File: src/rtl/txl_pkg.sv
package txl_pkg;

    localparam int WORD_W = 32;

    localparam logic [3:0] TYPE_CONFIGURE = 4'h0;
    localparam logic [3:0] TYPE_HEADER    = 4'h1;
    localparam logic [3:0] TYPE_RELEASE   = 4'h2;
    localparam logic [3:0] REPLY_ACK      = 4'h5;
    localparam logic [3:0] REPLY_NACK     = 4'h6;

    typedef enum logic [1:0] {
        ST_IDLE = 2'd0,
        ST_CFG  = 2'd1,
        ST_DATA = 2'd2,
        ST_PAD  = 2'd3
    } txl_state_e;

    typedef enum logic [1:0] {
        CMD_CONFIGURE = 2'd0,
        CMD_HEADER    = 2'd1,
        CMD_RELEASE   = 2'd2,
        CMD_UNKNOWN   = 2'd3
    } txl_cmd_e;

    function automatic logic [WORD_W-1:0] reply_word(input logic grant);
        reply_word = {(grant ? REPLY_ACK : REPLY_NACK), 1'b1, 27'd0};
    endfunction

endpackage

File: src/rtl/txl_type_decode.sv
module txl_type_decode
    import txl_pkg::*;
(
    input  logic [3:0] type_nib,
    output txl_cmd_e   cmd
);
    always_comb begin
        case (type_nib)
            TYPE_CONFIGURE: cmd = CMD_CONFIGURE;
            TYPE_HEADER:    cmd = CMD_HEADER;
            TYPE_RELEASE:   cmd = CMD_RELEASE;
            default:        cmd = CMD_UNKNOWN;
        endcase
    end
endmodule

File: src/rtl/txl_lane_mask.sv
module txl_lane_mask #(
    parameter int LANES = 4
) (
    input  logic [LANES*8-1:0]       word_in,
    input  logic [$clog2(LANES)-1:0] keep_lanes,
    output logic [LANES*8-1:0]       word_out
);
    for (genvar g = 0; g < LANES; g++) begin : g_lane
        logic keep;
        assign keep = (keep_lanes == '0) || (g < int'(keep_lanes));
        assign word_out[g*8 +: 8] = keep ? word_in[g*8 +: 8] : 8'h00;
    end
endmodule

File: src/rtl/txl_timer.sv
module txl_timer #(
    parameter int CNT_W = 28
) (
    input  logic             clk,
    input  logic             rst_n,
    input  logic             load,
    input  logic [CNT_W-1:0] load_val,
    input  logic             run,
    output logic             expired
);
    logic [CNT_W-1:0] count_d, count_q;

    always_comb begin
        count_d = count_q;
        if (load) begin
            count_d = load_val;
        end else if (run && (count_q != '0)) begin
            count_d = count_q - 1'b1;
        end
    end

    always_ff @(posedge clk) begin
        if (!rst_n) count_q <= '0;
        else        count_q <= count_d;
    end

    assign expired = (count_q == '0);
endmodule

File: src/rtl/tx_cmd_lock.sv
module tx_cmd_lock
    import txl_pkg::*;
#(
    parameter int ADDR_W = 32,
    parameter int LEN_W  = 11,
    parameter int TMO_W  = 28
) (
    input  logic              clk,
    input  logic              rst_n,
    input  logic              in_valid,
    output logic              in_ready,
    input  logic [31:0]       in_word,
    input  logic [ADDR_W-1:0] in_addr,
    input  logic              fifo_full,
    output logic              fifo_wr,
    output logic [31:0]       fifo_data,
    output logic              pkt_start,
    output logic [LEN_W-1:0]  pkt_len,
    output logic [31:0]       dst_ip,
    output logic [15:0]       dst_port,
    output logic [15:0]       src_port,
    output logic              locked,
    output logic              timeout_hit,
    output logic              rep_valid,
    output logic [31:0]       rep_word,
    output logic [ADDR_W-1:0] rep_dest
);
    localparam int LANES   = WORD_W / 8;
    localparam int LANE_W  = $clog2(LANES);
    localparam int WCNT_W  = LEN_W - LANE_W + 1;
    localparam int LEN_LSB = 17;

    typedef struct packed {
        txl_state_e        state;
        logic [1:0]        cfg_cnt;
        logic [ADDR_W-1:0] cfg_addr;
        logic [TMO_W-1:0]  cfg_tmo;
        logic [31:0]       cfg_ip;
        logic [31:0]       cfg_ports;
        logic              lock_on;
        logic [ADDR_W-1:0] lock_addr;
        logic [TMO_W-1:0]  tmo;
        logic [31:0]       ip;
        logic [31:0]       ports;
        logic [WCNT_W-1:0] rem;
        logic [LANE_W-1:0] tail_lanes;
        logic              start;
        logic [LEN_W-1:0]  len;
        logic              to_hit;
        logic              rep_v;
        logic              rep_ack;
        logic [ADDR_W-1:0] rep_addr;
    } regs_t;

    regs_t r_d, r_q;

    txl_cmd_e          cmd;
    logic              tmr_load, tmr_run, tmr_expired;
    logic [31:0]       masked_word;
    logic              ready_c, accept;
    logic              grant;
    logic [LEN_W-1:0]  hdr_len;
    logic [LEN_W:0]    hdr_len_rnd;
    logic [WCNT_W-1:0] hdr_words;

    txl_type_decode u_decode (
        .type_nib (in_word[31:28]),
        .cmd      (cmd)
    );

    txl_lane_mask #(.LANES(LANES)) u_mask (
        .word_in    (in_word),
        .keep_lanes (r_q.tail_lanes),
        .word_out   (masked_word)
    );

    txl_timer #(.CNT_W(TMO_W)) u_timer (
        .clk      (clk),
        .rst_n    (rst_n),
        .load     (tmr_load),
        .load_val (r_q.tmo),
        .run      (tmr_run),
        .expired  (tmr_expired)
    );

    assign hdr_len     = in_word[LEN_LSB +: LEN_W];
    assign hdr_len_rnd = {1'b0, hdr_len} + (LEN_W+1)'(LANES - 1);
    assign hdr_words   = WCNT_W'(hdr_len_rnd >> LANE_W);
    assign grant       = !r_q.lock_on || (r_q.lock_addr == r_q.cfg_addr);

    always_comb begin
        case (r_q.state)
            ST_IDLE: ready_c = 1'b1;
            ST_CFG:  ready_c = (in_addr == r_q.cfg_addr);
            ST_DATA: ready_c = (in_addr == r_q.lock_addr) && !fifo_full;
            default: ready_c = 1'b0;
        endcase
    end
    assign accept = in_valid && ready_c;

    always_comb begin
        r_d        = r_q;
        r_d.start  = 1'b0;
        r_d.to_hit = 1'b0;
        r_d.rep_v  = 1'b0;
        tmr_load   = 1'b0;
        tmr_run    = 1'b0;
        fifo_wr    = 1'b0;
        fifo_data  = '0;

        case (r_q.state)
            ST_IDLE: begin
                if (accept) begin
                    case (cmd)
                        CMD_CONFIGURE: begin
                            r_d.state    = ST_CFG;
                            r_d.cfg_cnt  = '0;
                            r_d.cfg_addr = in_addr;
                            r_d.cfg_tmo  = in_word[TMO_W-1:0];
                        end
                        CMD_HEADER: begin
                            if (r_q.lock_on && (in_addr == r_q.lock_addr)) begin
                                r_d.start      = 1'b1;
                                r_d.len        = hdr_len;
                                r_d.rem        = hdr_words;
                                r_d.tail_lanes = hdr_len[LANE_W-1:0];
                                tmr_load       = 1'b1;
                                if (hdr_words != '0) r_d.state = ST_DATA;
                            end
                        end
                        CMD_RELEASE: begin
                            if (r_q.lock_on && (in_addr == r_q.lock_addr)) begin
                                r_d.lock_on = 1'b0;
                            end
                        end
                        default: ;
                    endcase
                end
            end

            ST_CFG: begin
                if (accept) begin
                    r_d.cfg_cnt = r_q.cfg_cnt + 1'b1;
                    case (r_q.cfg_cnt)
                        2'd0: r_d.cfg_ip    = in_word;
                        2'd1: r_d.cfg_ports = in_word;
                        default: begin
                            r_d.state    = ST_IDLE;
                            r_d.rep_v    = 1'b1;
                            r_d.rep_ack  = grant;
                            r_d.rep_addr = in_word[ADDR_W-1:0];
                            if (grant) begin
                                r_d.lock_on   = 1'b1;
                                r_d.lock_addr = r_q.cfg_addr;
                                r_d.tmo       = r_q.cfg_tmo;
                                r_d.ip        = r_q.cfg_ip;
                                r_d.ports     = r_q.cfg_ports;
                            end
                        end
                    endcase
                end
            end

            ST_DATA: begin
                if (accept) begin
                    fifo_wr   = 1'b1;
                    fifo_data = (r_q.rem == WCNT_W'(1)) ? masked_word : in_word;
                    r_d.rem   = r_q.rem - 1'b1;
                    tmr_load  = 1'b1;
                    if (r_q.rem == WCNT_W'(1)) r_d.state = ST_IDLE;
                end else if (tmr_expired) begin
                    r_d.state  = ST_PAD;
                    r_d.to_hit = 1'b1;
                end else begin
                    tmr_run = 1'b1;
                end
            end

            default: begin
                if (!fifo_full) begin
                    fifo_wr = 1'b1;
                    r_d.rem = r_q.rem - 1'b1;
                    if (r_q.rem == WCNT_W'(1)) r_d.state = ST_IDLE;
                end
            end
        endcase
    end

    always_ff @(posedge clk) begin
        if (!rst_n) r_q <= '0;
        else        r_q <= r_d;
    end

    assign in_ready    = ready_c;
    assign pkt_start   = r_q.start;
    assign pkt_len     = r_q.len;
    assign dst_ip      = r_q.ip;
    assign dst_port    = r_q.ports[31:16];
    assign src_port    = r_q.ports[15:0];
    assign locked      = r_q.lock_on;
    assign timeout_hit = r_q.to_hit;
    assign rep_valid   = r_q.rep_v;
    assign rep_word    = r_q.rep_v ? reply_word(r_q.rep_ack) : '0;
    assign rep_dest    = r_q.rep_addr;
endmodule

File: config.mk
export PLATFORM = sky130hd
export DESIGN_NAME = tx_cmd_lock
export DESIGN_NICKNAME = d
export VERILOG_FILES = /design/src/rtl/txl_pkg.sv /design/src/rtl/txl_type_decode.sv /design/src/rtl/txl_lane_mask.sv /design/src/rtl/txl_timer.sv /design/src/rtl/tx_cmd_lock.sv
export SDC_FILE = /design/constraint.sdc
export NUM_CORES = 1
export LEC_CHECK = 0
export ABC_AREA = 1
export BUFFER_PORTS_ARGS = -buffer_cell sky130_fd_sc_hd__buf_2
export CORE_UTILIZATION = 40
export CTS_BUF_LIST = sky130_fd_sc_hd__clkbuf_16
export CTS_CLUSTER_DIAMETER = 120
export DETAILED_ROUTE_END_ITERATION = 6
export PLACE_DENSITY_LB_ADDON = 0.25
export SYNTH_ARGS = -nofsm -noshare
export SYNTH_HDL_FRONTEND = slang
export SYNTH_HIERARCHICAL = 1
export SYNTH_SLANG_ARGS = --single-unit
File: constraint.sdc
create_clock -name clk -period 4.4 [get_ports clk]
set_input_delay 0.66 -clock clk [delete_from_list [all_inputs] [get_ports clk]]
set_output_delay 0.66 -clock clk [all_outputs]
set_load 0.03 [all_outputs]
After elaboration in Yosys (flattened, before gate mapping) --
Cells that the tools add are included.
Cells by class: $add $sub $neg 4, $lt $le $gt $ge 3, eq/ne operators 26, muxes and demuxes 51, bitwise logic cells 4, reduce and logical (&&, ||, !) cells 35
Operator list (count):
- 2-to-1 mux 125 bit | 3
- == test 32 bit | 3
- 2-to-1 mux 32 bit | 3
- 2-to-1 mux 24 bit | 3
- 2-to-1 mux 64 bit | 1
- 2-to-1 mux 62 bit | 1
- 2-to-1 mux 28 bit | 2
- 2-to-1 mux 34 bit | 1
- 2-to-1 mux 8 bit | 4
- 2-to-1 mux 31 bit | 1
- one-hot mux 10 bit (3 select lines) | 1
- zero test 28 bit | 1
- nonzero test 28 bit | 1
- subtractor 28 x 1 -> 28 bit (second input constant) | 1
- 2-to-1 mux 10 bit | 2
- 2-to-1 mux 2 bit | 8
- AND reduction 4 bit | 4
- AND reduction 3 bit | 5
- adder 11 x 2 -> 12 bit (second input constant) | 1
- 2-to-1 mux 1 bit | 12
- != test 2 bit (second input constant) | 6
- one-hot mux 2 bit (3 select lines) | 2
- == test 10 x 1 -> 1 bit (second input constant) | 1
- nonzero test 10 bit | 1
- 28 further kinds | 55
Storage, ports and cells: register bits after elaboration 340, input bits 68, output and inout port bits 177, logic and storage cells 143

Longest topological paths before layout --
depth in word-level cells 9, gate-level depth with buffers 21, gate-level depth less buffers 19

By module --
The synthesis kept the hierarchy.
Modules (own cells, without submodules):
- tx_cmd_lock | times used 1, cells each 2287, area an instance 15168.3 um2, seq. area each 6206.0 um2
- txl_timer | times used 1, cells each 394, area an instance 2175.8 um2, seq. area each 560.5 um2
- txl_lane_mask | times used 1, cells each 63, area an instance 330.3 um2, seq. area each 0.0 um2
- txl_type_decode | times used 1, cells each 5, area an instance 21.3 um2, seq. area each 0.0 um2

Worst setup path after synthesis --
No wires, ideal clock.
path kind input to output, start point in in_addr[25], end point out fifo_data[22], arrival time 2.324 ns, required time 3.740 ns, path slack 1.416 ns, cell stages on the path 14, path buffers 1, cell sequence inv_1 -> nand2_1 -> nand2_1 -> nand2_1 -> nor2_1 -> nand2_1 -> nor2_1 -> nand3_1 -> nand3_1 -> nand3_1 -> inv_1 -> nand2_1 -> clkbuf_1 -> nor2_1
On the way: cells in the longest elaborated chain, start to end 6, elaborated cells on any way between the ends 7, classes of those cells eq/ne (2); mux (3); reduce/logical (2)
Ends and longest elaborated chain:
- start: declaration | line tx_cmd_lock.sv:13 | input logic [ADDR_W-1:0] in_addr,
- == test 32 bit | line tx_cmd_lock.sv:95 | ST_DATA: ready_c = (in_addr == r_q.lock_addr) && !fifo_full;
- logical AND 1 bit | line tx_cmd_lock.sv:95
- one-hot mux 1 bit (3 select lines) (*) | line tx_cmd_lock.sv:92 | case (r_q.state)
- logical AND 1 bit (*) | line tx_cmd_lock.sv:99 | assign accept = in_valid && ready_c;
- 2-to-1 mux 32 bit (*) | line tx_cmd_lock.sv:165 | if (accept) begin
- 2-to-1 mux 32 bit (*) | line tx_cmd_lock.sv:111 | case (r_q.state)
- end: declaration | line tx_cmd_lock.sv:16 | output logic [31:0] fifo_data,
Every way passes the cells marked *; elsewhere a longest branch is shown, timed or not.

Worst setup path in the final report --
start point reg r_q[311] (netlist name), end point out fifo_data[14]
On the way: cells in the longest elaborated chain, start to end 5, elaborated cells on any way between the ends 7, classes of those cells eq/ne (2); mux (3); reduce/logical (2)
Ends and longest elaborated chain:
- start: declaration | line tx_cmd_lock.sv:55 | regs_t r_d, r_q;
- start signal: assignment | line tx_cmd_lock.sv:191 | else r_q <= r_d;
- == test 2 bit (tied with other cells) | line tx_cmd_lock.sv:92, tx_cmd_lock.sv:111
- one-hot mux 1 bit (3 select lines) | line tx_cmd_lock.sv:92
- logical AND 1 bit | line tx_cmd_lock.sv:99
- 2-to-1 mux 32 bit | line tx_cmd_lock.sv:165
- 2-to-1 mux 32 bit (*) | line tx_cmd_lock.sv:111
Marked as above.

==> flow_summary.json <==
{
  "wl_per_cell_microns": 14.5,
  "path_class": "reg2out",
  "fillers": 4626,
  "cts_made_buffers": 39,
  "drc": 0,
  "synth-compound-area-share": 0.127,
  "postSynthAreaPerCell_sq_um": 6.44,
  "cts_resized": 0,
  "cp_max_fo": 33,
  "p_clk_frac": 0.306,
  "p_comb_frac": 0.360,
  "synth_flop_cell": "dfxtp_1",
  "vdd_drop_max_v": 0.000397,
  "pwr_density_cell_nw_per_um2": 531,
  "cts.htree.levels": 2,
  "holdCritStartpoint": "in_addr[25]",
  "clock_latency_ps": 570,
  "synth_top_area_cell": "dfxtp_1",
  "leakagePower_uw": 0.00906,
  "intPower_uw": 6240,
  "grtUsageTotal": 0.218,
  "crit_path_start_kind": "flip-flop",
  "slew_violations": 0,
  "sequentialPowerShare": 0.334,
  "hpwl_microns": 35300,
  "area_growth_pct": 9.88,
  "setup-tns-final_ps": 0,
  "ys_seq_area_frac": 0.382,
  "layout_commonest_cell": "nand2_1",
  "final_nets": 2858,
  "yosysTopAreaCellShare": 0.382,
  "fin_crit_ps": 3740,
  "synth_area_leaders": "dfxtp_1, nand2_1, nor2_1",
  "rsz0062_at_grt": "false",
  "swShare": 0.396,
  "grt_pass1_wl_microns": 78500,
  "timing.fmax_ghz": 0.267,
  "switchingPower_uw": 4090,
  "io_buffers": 216,
  "drv_cap": 0,
  "fp-row-count": 76,
  "synth-simple-area-share": 0.296,
  "synthAdderAreaFrac": 0.00566,
  "worstPathArrival_ps": 3080,
  "first_global_vias": 15180,
  "synth_top_family_by_area": "simple AND/OR/NAND/NOR gates",
  "layout_common_cells": "nand2_1, nor2_1, dfxtp_1",
  "cts_hold_buf": 0,
  "crit_required_ps": 3740,
  "drt-initial-drc-count": 1222,
  "clkTransAtPathRegs_ps": 60,
  "synth_cells": 2749,
  "finalPower_uw": 10300,
  "die_y_microns": 212,
  "skew_ps": 16.5,
  "hold_end": "r_q[301]",
  "r2r-end": "u_timer/count_q[4]",
  "layout-drive-gt1-share": 0.114,
  "hold_viol": 0,
  "totalWireLength_microns": 49200,
  "core_area_sq_um": 43400,
  "die-area_sq_um": 45100,
  "clkSinkCount": 338,
  "post_cts_buffers": 0,
  "synth_cell_types": 40,
  "synth_seq_cells": 338,
  "min_path_type": "in2reg",
  "muxShareOfSynthArea": 0,
  "dieWidth_microns": 212,
  "worst_pin_slew_ps": 767,
  "synth_warnings": 6,
  "synthXorXnorAreaFrac": 0.0287,
  "io_pins": 245,
  "setup-violations-final": 0,
  "timing.rr.start": "r_q[154]",
  "cts_buffer_depth": 3,
  "async_flop_share": 0,
  "initial_utilization": 0.408,
  "period_share": 0.850,
  "gp_congestion": 0.941,
  "first_pass_iters": 6,
  "slew_headroom": 0.488,
  "cts.root.buffer_cell": "clkbuf_16",
  "cts_tree": "built",
  "holdPathStages": 3,
  "rrSetupSlack_ps": 1080,
  "grt_max_degree": 121,
  "antenna_left": 0,
  "r2r_cells": 18,
  "antenna_found_initial": 3,
  "cp-end-kind": "output pin",
  "overflow": 0,
  "netlist_area_sq_um": 17700,
  "status": "finished clean",
  "via_per_inst": 4.81,
  "synth_edf_count": 0,
  "vias": 16347
}
==> final cells by class <==
type | instances | area (sq um) | share of cell area
Inverter | 321 | 1210 | 0.0621
Clock buffer | 39 | 976 | 0.0502
Multi-Input combinational cell | 1850 | 8230 | 0.423
Antenna cell | 3 | 7.51 | 0.000386
Tap cell | 585 | 732 | 0.0376
Clock inverter | 28 | 243 | 0.0125
Sequential cell | 338 | 6770 | 0.348
Timing Repair Buffer | 232 | 1280 | 0.0661
==> Yosys cell counts (4+ instances only) <==
master	number
nor2_1	528
buf_1	13
nor3_1	18
buf_2	30
nor2_2	13
o211ai_1	4
a21oi_1	237
xnor2_1	37
inv_1	316
nand3_1	64
ha_1	8
xor2_1	21
nand2_1	645
dfxtp_1	338
nand4_1	22
buf_4	148
buf_6	5
clkbuf_1	71
o21ai_0	194
==> stage by stage <==
stage,hold WS (ps),util,setup slack [ps],instance area [sq um],std cells
2_1_floorplan,430,-,1420,17800,2776
3_3_place_gp,444,0.420,791,18200,3326
3_5_place_dp,449,0.420,715,18200,3326
4_1_cts,380,0.448,631,19400,3393
5_1_grt,445,0.448,376,19400,3396
6_report,408,0.448,661,19400,3396
==> metal layers <==
metal | share of wire | global-route usage | vias to the layer above | routed length [microns]
met5 | 0 | 0 | - | 0
met4 | 0.027 | 0.0791 | 0 | 1310
met3 | 0.060 | 0.0366 | 79 | 2970
met2 | 0.44 | 0.338 | 429 | 21800
met1 | 0.47 | 0.301 | 7455 | 23100
li1 | - | - | 8384 | -
==> worst max path at each step <==
stage                          to  slack (ps)        start  cells past startpoint
3_3_place_gp        fifo_data[14]         790   in_addr[2]                     14
5_1_grt             fifo_data[13]         380     r_q[152]                     16
3_5_place_dp   u_timer/count_q[4]         720   in_addr[2]                     18
4_1_cts             fifo_data[14]         630     r_q[311]                     15
6_report            fifo_data[14]         660     r_q[311]                     15
2_1_floorplan       fifo_data[22]        1420  in_addr[25]                     14
==> cells by family (layout without fill, tap and decap cells) <==
family	count (synthesis)	after routing
compound gates	442	442
xor+xnor	58	58
fa+ha+maj	8	8
buf+inv	588	620
flops	338	338
other cells	1	31
simple gates	1314	1314
==> power groups by stage <==
stage,clock network (uW),logic (uW),registers [uW]
2_1_floorplan,0,2910,3460
3_3_place_gp,0,3660,3510
3_5_place_dp,0,3670,3510
4_1_cts,3230,3700,3450
5_1_grt,3350,4260,3480
6_report,3160,3720,3450
==> sequential cells by signal, summed over array words and instances, names as in the netlist <==
| register | flops |
|---|---|
| dst_ip | 32 |
| dst_port | 16 |
| locked | 1 |
| pkt_len | 10 |
| pkt_start | 1 |
| r_q | 200 |
| rep_dest | 32 |
| rep_valid | 1 |
| src_port | 16 |
| timeout_hit | 1 |
| u_timer/count_q | 28 |
==> critical path, cell delays in order, from the launching register on <==
cell     delay [ps]
dfxtp_1         330
inv_1           210
nand2_1         160
nor2_1          130
nand2_1          60
nor2_1          110
nand2_1          60
nor2_1          100
nand3_1          80
nand3_1          90
nand3_1         150
inv_1           200
nand2_1          90
buf_4           280
nor2_1          220
buf_2           240
(Power assumes the default switching activity.)
